## src/rtl/dbg_pkg.sv

```systemverilog
package dbg_pkg;

  localparam int RSP_SLOTS = 5;

  typedef enum logic [1:0] {
    PS_IDLE,
    PS_HI,
    PS_LO,
    PS_CTL
  } parse_e;

  typedef struct packed {
    logic       capHi;
    logic       wrWord;
    logic       wrCtl;
    logic       wrFlag;
    logic       rdWord;
    logic       rdCtl;
    logic [1:0] sel;
    logic       brkSeen;
    logic       rstCmd;
    logic       goMem;
    logic       stepReg;
    logic       execIr;
    logic       resumeRun;
    logic       stepOne;
  } ctrlStrb_t;

  typedef struct packed {
    logic       brk;
    logic [7:0] data;
  } rspEntry_t;

  typedef rspEntry_t [RSP_SLOTS-1:0] rspList_t;

endpackage

```

## src/rtl/dbg_ctrl.sv

```systemverilog
module dbg_ctrl
  import dbg_pkg::*;
(
  input  logic       clk,
  input  logic       rstN,
  input  logic       rxValid,
  input  logic [7:0] rxByte,
  input  logic       rxBreak,
  output ctrlStrb_t  strb,
  output logic       portOff
);

  parse_e     st, stNext;
  logic [1:0] selQ, selNext;
  logic       offNext;

  always_comb begin
    strb     = '0;
    strb.sel = selQ;
    stNext   = st;
    selNext  = selQ;
    offNext  = portOff;
    if (!portOff) begin
      if (rxBreak) begin
        strb.brkSeen = 1'b1;
        stNext       = PS_IDLE;
      end else if (rxValid) begin
        case (st)
          PS_IDLE: begin
            strb.sel = rxByte[1:0];
            case (rxByte[7:6])
              2'b11: begin
                case (rxByte[5:4])
                  2'b00: stNext = PS_CTL;
                  2'b01: begin
                    stNext  = PS_HI;
                    selNext = rxByte[1:0];
                  end
                  2'b10: strb.rdCtl = 1'b1;
                  default: strb.rdWord = 1'b1;
                endcase
              end
              2'b01: strb.wrFlag = 1'b1;
              2'b00: begin
                if (rxByte[2:0] == 3'b111) begin
                  strb.rstCmd = 1'b1;
                end else if (rxByte[2:0] == 3'b110) begin
                  offNext = 1'b1;
                end else begin
                  case (rxByte[5:0])
                    6'h20: strb.goMem     = 1'b1;
                    6'h21: strb.stepReg   = 1'b1;
                    6'h23: strb.execIr    = 1'b1;
                    6'h30: strb.resumeRun = 1'b1;
                    6'h31: strb.stepOne   = 1'b1;
                    default: ;
                  endcase
                end
              end
              default: ;
            endcase
          end
          PS_HI: begin
            strb.capHi = 1'b1;
            stNext     = PS_LO;
          end
          PS_LO: begin
            strb.wrWord = 1'b1;
            stNext      = PS_IDLE;
          end
          default: begin
            strb.wrCtl = 1'b1;
            stNext     = PS_IDLE;
          end
        endcase
      end
    end
  end

  always_ff @(posedge clk or negedge rstN) begin
    if (!rstN) begin
      st      <= PS_IDLE;
      selQ    <= 2'd0;
      portOff <= 1'b0;
    end else begin
      st      <= stNext;
      selQ    <= selNext;
      portOff <= offNext;
    end
  end

endmodule

```

## src/rtl/dbg_regs.sv

```systemverilog
module dbg_regs
  import dbg_pkg::*;
#(
  parameter logic [15:0] SIGNATURE = 16'h9489,
  parameter int          WORD_W    = 16,
  parameter int          BYTE_W    = 8
) (
  input  logic              clk,
  input  logic              rstN,
  input  ctrlStrb_t         strb,
  input  logic [BYTE_W-1:0] rxByte,
  input  logic              coreHalt,
  input  logic [WORD_W-1:0] corePc,
  output rspList_t          pushData,
  output logic [2:0]        pushCnt,
  output logic [WORD_W-1:0] pcOut,
  output logic [WORD_W-1:0] bpOut,
  output logic [WORD_W-1:0] irOut,
  output logic [BYTE_W-1:0] ctlOut,
  output logic [BYTE_W-1:0] flagOut,
  output logic              timersRun,
  output logic              goMem,
  output logic              stepReg,
  output logic              execIr,
  output logic              resumeRun,
  output logic              stepOne,
  output logic              coreReset
);

  localparam logic [7:0] SYNC_BYTE = 8'h55;

  logic [BYTE_W-1:0] hiByte;
  logic              afterBrk;
  logic [WORD_W-1:0] readVal;
  logic              anyExec;
  logic              pcLoad;
  logic              brkEvent;

  assign anyExec  = strb.goMem | strb.stepReg | strb.execIr | strb.resumeRun | strb.stepOne;
  assign pcLoad   = strb.wrWord && (strb.sel == 2'd0);
  assign brkEvent = strb.brkSeen | strb.rstCmd | coreHalt;
  assign timersRun = ~flagOut[5];

  always_comb begin
    case (strb.sel)
      2'd0:    readVal = pcOut + WORD_W'(afterBrk);
      2'd1:    readVal = bpOut;
      2'd2:    readVal = irOut;
      default: readVal = SIGNATURE;
    endcase
  end

  always_comb begin
    pushData = '0;
    pushCnt  = 3'd0;
    if (strb.rdWord) begin
      pushData[0] = '{brk: 1'b0, data: readVal[15:8]};
      pushData[1] = '{brk: 1'b0, data: readVal[7:0]};
      pushCnt     = 3'd2;
    end else if (strb.rdCtl) begin
      pushData[0] = '{brk: 1'b0, data: ctlOut};
      pushCnt     = 3'd1;
    end else if (strb.rstCmd) begin
      pushData[0] = '{brk: 1'b0, data: 8'h00};
      pushData[1] = '{brk: 1'b1, data: 8'h00};
      pushData[2] = '{brk: 1'b0, data: SYNC_BYTE};
      pushCnt     = 3'd3;
    end else if (strb.brkSeen) begin
      pushData[0] = '{brk: 1'b0, data: SYNC_BYTE};
      pushCnt     = 3'd1;
    end
    if (coreHalt) begin
      pushData[pushCnt]        = '{brk: 1'b1, data: 8'h00};
      pushData[pushCnt + 3'd1] = '{brk: 1'b0, data: SYNC_BYTE};
      pushCnt                  = pushCnt + 3'd2;
    end
  end

  always_ff @(posedge clk or negedge rstN) begin
    if (!rstN) begin
      hiByte    <= '0;
      afterBrk  <= 1'b0;
      pcOut     <= '0;
      bpOut     <= '0;
      irOut     <= '0;
      ctlOut    <= '0;
      flagOut   <= '0;
      goMem     <= 1'b0;
      stepReg   <= 1'b0;
      execIr    <= 1'b0;
      resumeRun <= 1'b0;
      stepOne   <= 1'b0;
      coreReset <= 1'b0;
    end else begin
      goMem     <= strb.goMem;
      stepReg   <= strb.stepReg;
      execIr    <= strb.execIr;
      resumeRun <= strb.resumeRun;
      stepOne   <= strb.stepOne;
      coreReset <= strb.rstCmd;
      if (strb.capHi) hiByte <= rxByte;
      if (strb.wrCtl) ctlOut <= rxByte;
      if (strb.wrFlag) flagOut <= rxByte;
      if (strb.wrWord) begin
        case (strb.sel)
          2'd1:    bpOut <= {hiByte, rxByte};
          2'd2:    irOut <= {hiByte, rxByte};
          default: ;
        endcase
      end
      if (coreHalt) pcOut <= corePc;
      else if (pcLoad) pcOut <= {hiByte, rxByte};
      if (brkEvent) afterBrk <= 1'b1;
      else if (pcLoad || anyExec) afterBrk <= 1'b0;
    end
  end

endmodule

```

## src/rtl/dbg_rsp_fifo.sv

```systemverilog
module dbg_rsp_fifo
  import dbg_pkg::*;
#(
  parameter int DEPTH = 8
) (
  input  logic      clk,
  input  logic      rstN,
  input  rspList_t  pushData,
  input  logic [2:0] pushCnt,
  input  logic      pop,
  output rspEntry_t head,
  output logic      notEmpty,
  output logic      dropped
);

  localparam int AW = $clog2(DEPTH);

  rspEntry_t     mem [DEPTH];
  logic [AW-1:0] wrPtr, rdPtr;
  logic [AW:0]   count;
  logic [AW:0]   free;
  logic          accept;
  logic          doPop;

  assign free     = (AW+1)'(DEPTH) - count;
  assign accept   = (AW+1)'(pushCnt) <= free;
  assign dropped  = (pushCnt != 3'd0) && !accept;
  assign notEmpty = count != '0;
  assign doPop    = pop && notEmpty;
  assign head     = mem[rdPtr];

  always_ff @(posedge clk or negedge rstN) begin
    if (!rstN) begin
      wrPtr <= '0;
      rdPtr <= '0;
      count <= '0;
      for (int i = 0; i < DEPTH; i++) mem[i] <= '0;
    end else begin
      if (doPop) rdPtr <= rdPtr + AW'(1);
      if (accept) begin
        for (int i = 0; i < RSP_SLOTS; i++) begin
          if (i < int'(pushCnt)) mem[wrPtr + AW'(i)] <= pushData[i];
        end
        wrPtr <= wrPtr + AW'(pushCnt);
      end
      count <= count + (accept ? (AW+1)'(pushCnt) : '0) - (AW+1)'(doPop);
    end
  end

endmodule

```

## src/rtl/dbg_cmd_top.sv

```systemverilog
module dbg_cmd_top
  import dbg_pkg::*;
#(
  parameter logic [15:0] SIGNATURE = 16'h9489,
  parameter int          RSP_DEPTH = 8
) (
  input  logic        clk,
  input  logic        rstN,
  input  logic        rxValid,
  input  logic [7:0]  rxByte,
  input  logic        rxBreak,
  input  logic        txTake,
  output logic        txValid,
  output logic [7:0]  txByte,
  output logic        txBreak,
  input  logic        coreHalt,
  input  logic [15:0] corePc,
  output logic [15:0] pcOut,
  output logic [15:0] bpOut,
  output logic [15:0] irOut,
  output logic [7:0]  ctlOut,
  output logic [7:0]  flagOut,
  output logic        timersRun,
  output logic        goMem,
  output logic        stepReg,
  output logic        execIr,
  output logic        resumeRun,
  output logic        stepOne,
  output logic        coreReset,
  output logic        portOff
);

  ctrlStrb_t strb;
  rspList_t  pushData;
  logic [2:0] pushCnt;
  rspEntry_t head;
  logic      dropped;

  dbg_ctrl ctrl_i (
    .clk(clk), .rstN(rstN), .rxValid(rxValid), .rxByte(rxByte),
    .rxBreak(rxBreak), .strb(strb), .portOff(portOff)
  );

  dbg_regs #(.SIGNATURE(SIGNATURE)) regs_i (
    .clk(clk), .rstN(rstN), .strb(strb), .rxByte(rxByte),
    .coreHalt(coreHalt), .corePc(corePc),
    .pushData(pushData), .pushCnt(pushCnt),
    .pcOut(pcOut), .bpOut(bpOut), .irOut(irOut), .ctlOut(ctlOut),
    .flagOut(flagOut), .timersRun(timersRun),
    .goMem(goMem), .stepReg(stepReg), .execIr(execIr),
    .resumeRun(resumeRun), .stepOne(stepOne), .coreReset(coreReset)
  );

  dbg_rsp_fifo #(.DEPTH(RSP_DEPTH)) fifo_i (
    .clk(clk), .rstN(rstN), .pushData(pushData), .pushCnt(pushCnt),
    .pop(txTake), .head(head), .notEmpty(txValid), .dropped(dropped)
  );

  assign txByte  = head.data;
  assign txBreak = head.brk;

endmodule

```

## config.mk

```make
export PLATFORM = sky130hd
export DESIGN_NAME = dbg_cmd_top
export DESIGN_NICKNAME = d
export VERILOG_FILES = /design/src/rtl/dbg_pkg.sv /design/src/rtl/dbg_ctrl.sv /design/src/rtl/dbg_regs.sv /design/src/rtl/dbg_rsp_fifo.sv /design/src/rtl/dbg_cmd_top.sv
export SDC_FILE = /design/constraint.sdc
export NUM_CORES = 1
export LEC_CHECK = 0
export ABC_AREA = 0
export BUFFER_PORTS_ARGS = -buffer_cell sky130_fd_sc_hd__buf_4
export CORE_MARGIN = 5
export CORE_UTILIZATION = 45
export CTS_CLUSTER_SIZE = 12
export DETAILED_ROUTE_END_ITERATION = 7
export GPL_TIMING_DRIVEN = 1
export SLEW_MARGIN = 25
export SYNTH_ARGS = -nofsm -noshare
export SYNTH_HDL_FRONTEND = slang
export SYNTH_SLANG_ARGS = --single-unit
```

## constraint.sdc

```tcl
create_clock -name clk -period 6.05 [get_ports clk]
set_clock_uncertainty 0.05 [all_clocks]
set_input_delay 0.605 -clock clk [delete_from_list [all_inputs] [get_ports clk]]
set_output_delay 0.605 -clock clk [all_outputs]
set_load 0.05 [all_outputs]
```

==> out/qor.tcl <==
set qor(grt_setup_unrepaired) {no}
set qor(finalWirelength_um) 37300
set qor(synth_ff_type) {dfrtp_1}
set qor(clockRootBuffer) {clkbuf_16}
set qor(power.share.switching_pct) 47.4
set qor(antenna-diode-count) 0
set qor(critical_path_arrival_ns) 4.83
set qor(finalSetupViolations) 0
set qor(worst_slew_margin_relative_to_its_limit_pct) 26.8
set qor(postLayoutCellArea_um2) 12100
set qor(global_route_wire_length_before_repair_um) 58200
set qor(sequentialPowerShare_pct) 29.2
set qor(floorplan.die.width_um) 162
set qor(dp.cells) 1476
set qor(synth_largest_area_cell) {dfrtp_1}
set qor(initial_core_util_pct) 45.8
set qor(switching_power_mw) 2.70
set qor(worstSetupEndpointType) {flip-flop}
set qor(area.growth.synth_to_final_pct) 16.2
set qor(route.antenna.remaining_nets) 0
set qor(rows) 55
set qor(cts_max_level) 4
set qor(power_leakage_nw) 5.34
set qor(first_pass_iters) 6
set qor(floorplan.core_area_um2) 22700
set qor(post-route-period-util_pct) 74.7
set qor(synth.yosys.warnings) 0
set qor(slew_violations) 0
set qor(yosysTopAreaCellShare_pct) 39.9
set qor(synth_enable_flop_cells) 0
set qor(worst_setup_path_start_kind) {flip-flop}
set qor(fin_setup_tns_ns) 0
set qor(peak_vdd_ir_mv) 0.211
set qor(vias) 9855
set qor(maxCapViolations) 0
set qor(drt_iter0_markers) 1014
set qor(post-route-drc-count) 0
set qor(gpl.final_weighted_congestion) 1.01
set qor(postCtsResizedCells) 0
set qor(post_cts_setup_buffers) 0
set qor(run_status) {completed}
set qor(vias_in_the_first_global_route) 9914
set qor(tightestPinTransition_ns) 1.09
set qor(highest_achievable_clock_rate_ghz) 0.221
set qor(cellPowerDensity_nw_per_um2) 471
set qor(layout-drive-gt1-share_pct) 21.6
set qor(detailedPlace.worstSlack_ns) 1.41
set qor(post_placement_cell_area_um2) 11500
set qor(remaining_overflow_grt) 0
set qor(tritoncts_clock_tree) {built}
set qor(cts_num_sinks) 166
set qor(synthArstFlopShare_pct) 100
set qor(nets) 1260
set qor(cts_made_buffers) 17
set qor(endpoints_failing_hold) 0
set qor(hold_path_class) {primary input to async pin}
set qor(yosysUniqueCellTypes) 85
set qor(finish.cell_count_without_fillers) 1508
set qor(kind_of_critical_path) {flip-flop to flip-flop}
set qor(internal_power_mw) 2.99
set qor(post_dp_hpwl_um) 27500
set qor(synth_cells) 1123
set qor(io_buffers) 111
set qor(overall_track_demand_over_capacity_in_global_routing_pct) 28.3
set qor(die_outline_area_um2) 26300
set qor(synth_seq_cells) 166
set qor(die_height_um) 162
set qor(count_of_filler_cells_inserted_in_the_layout) 2136
set qor(crit_required_ns) 6.36
set qor(clockPowerShare_pct) 19.8
set qor(clkSlewWorstSetupHoldPaths_ns) 0.08
set qor(syn_avg_cell_area_um2) 9.26
set qor(pin_count_of_the_biggest_net_entering_global_routing) 74
set qor(grt_antenna_before_repair) 0
set qor(clk-insertion-delay-late_ns) 0.45
set qor(synth.net_count) 1173
set qor(maximum_buffer_depth_of_the_clock_tree) 2
set qor(fin_ws_ns) 1.53
set qor(seq_area_frac_synth_pct) 39.9
set qor(combinational_fraction_of_design_power_pct) 50.9
set qor(avgRoutedWirePerCell_um) 24.8
set qor(cts-hold-fix-buffers) 0
set qor(path_max_fanout) 13
set qor(io_pins) 112
set qor(period_needed_ns) 4.52
set qor(avgViaCountPerCell) 6.54
set qor(synth_area_leaders) {dfrtp_1 (40%), mux2_2 (6.3%), o21ai_0 (5.7%)}
set qor(mappedNetlistArea_um2) 10400
==> final cells by class <==
type	count	area, µm²	area share, %
multi-input combinational	873	5940	49.1
sequential	166	4160	34.4
timing repair buffer	124	935	7.73
clock buffer	19	443	3.66
tap	285	357	2.95
clock inverter	13	156	1.29
inverter	28	105	0.869
==> stage by stage <==
stage,total power [mW],hold slack [ns],util (%)
floorplan,3.67,0.259,-
CTS,5.66,0.153,53.2
global route,6.00,0.195,53.2
global placement,4.49,0.410,50.6
finish,5.69,0.128,53.2
detailed placement,4.53,0.412,50.6
==> power by group through the flow <==
stage	Clock (mW)	Sequential (mW)	Combinational, mW
floorplan	0	1.66	2.01
global placement	0	1.67	2.82
detailed placement	0	1.67	2.86
CTS	1.14	1.65	2.87
global route	1.18	1.69	3.13
finish	1.13	1.66	2.90
==> cells in the mapped netlist, types with 7 or more instances <==
library cell	instances
inv_1	28
o211ai_1	12
and2_1	7
a221o_1	12
clkbuf_1	38
and3_1	17
ha_1	18
a221oi_1	7
dfrtp_1	166
nand2b_1	7
nor2_1	67
o21ai_0	118
nand3_1	42
buf_2	9
mux2i_1	31
o21ai_1	8
nor3_1	25
a21oi_1	80
a22oi_1	7
nand4_1	7
nor4_1	7
o221ai_1	24
a211oi_1	10
xor2_1	12
mux2_2	58
mux4_2	18
nand2_1	155
xnor2_1	14
a31oi_1	11
==> cells in the final DEF, fill, tap and decap left out, types with 14 or more instances in the layout <==
| master | n |
|---|---|
| inv_1 | 28 |
| nor3_1 | 23 |
| and3_1 | 17 |
| nand3_1 | 42 |
| dfrtp_1 | 165 |
| ha_1 | 18 |
| xnor2_1 | 14 |
| mux2_2 | 58 |
| a21oi_1 | 79 |
| nand2_1 | 155 |
| o221ai_1 | 24 |
| mux2i_1 | 31 |
| o21ai_0 | 118 |
| buf_4 | 123 |
| mux4_2 | 18 |
| clkbuf_16 | 17 |
| nor2_1 | 67 |
==> logic make-up (layout without fill, tap and decap cells) <==
kind of cell	Yosys count	in the layout	synth area share, %
compound gates	354	354	22.6
xor+xnor	26	26	2.19
fa+ha+maj	20	20	2.55
buf+inv	84	184	3.28
flops	166	166	39.9
mux	107	107	13.2
simple gates	366	366	16.3
==> path summary, 6_finish.rpt <==
check | startpoint | to | slack [ns] | cells past startpoint
min in group clk | rxBreak | ctrl_i.st[1]$_DFFE_PN0P_ | 0.35 | 2
worst min-delay path | rstN | fifo_i.mem[68]$_DFFE_PN0N_ | 0.13 | 1
worst max register to register | ctrl_i.st[1]$_DFFE_PN0P_ | fifo_i.mem[48]$_DFFE_PN0N_ | 1.53 | 14
worst min register to register | regs_i.flagOut[6]$_DFFE_PN0P_ | regs_i.flagOut[6]$_DFFE_PN0P_ | 0.43 | 1
worst max-delay path | ctrl_i.st[1]$_DFFE_PN0P_ | fifo_i.mem[48]$_DFFE_PN0N_ | 1.53 | 14
max in group asynchronous | rstN | fifo_i.mem[3]$_DFFE_PN0N_ | 4.51 | 2
==> state kept, by name (all words and copies together), names as in the netlist <==
signal,cells
fifo_i.mem,72
regs_i.bpOut,16
regs_i.irOut,16
regs_i.pcOut,16
regs_i.ctlOut,8
regs_i.flagOut,8
regs_i.hiByte,8
fifo_i.count,4
fifo_i.rdPtr,3
fifo_i.wrPtr,3
ctrl_i.selQ,2
ctrl_i.st,2
ctrl_i.portOff,1
regs_i.afterBrk,1
regs_i.coreReset,1
regs_i.execIr,1
regs_i.goMem,1
regs_i.resumeRun,1
regs_i.stepOne,1
regs_i.stepReg,1
==> per-layer routing <==
layer	up-vias	share of wire [%]	track usage (%)
li1	4371	-	-
met1	4856	41	37.1
met2	504	47	46.8
met3	124	7.3	4.72
met4	0	4.2	11.6
met5	-	0	0
==> worst max-delay path, cell delays in order (launching register included) <==
cell and delay [ns]:
dfrtp_1 0.45, nor3b_2 0.36, nand2_1 0.30, a21oi_1 0.29
inv_1 0.08, ha_1 0.37, ha_1 0.34, nor2b_1 0.13
o21ai_0 0.35, a211oi_4 0.24, nor4_1 0.81, nand2_1 0.20
o21ai_2 0.24, o21ai_0 0.13, o221ai_1 0.08
Power figures use the tool's default switching activity.
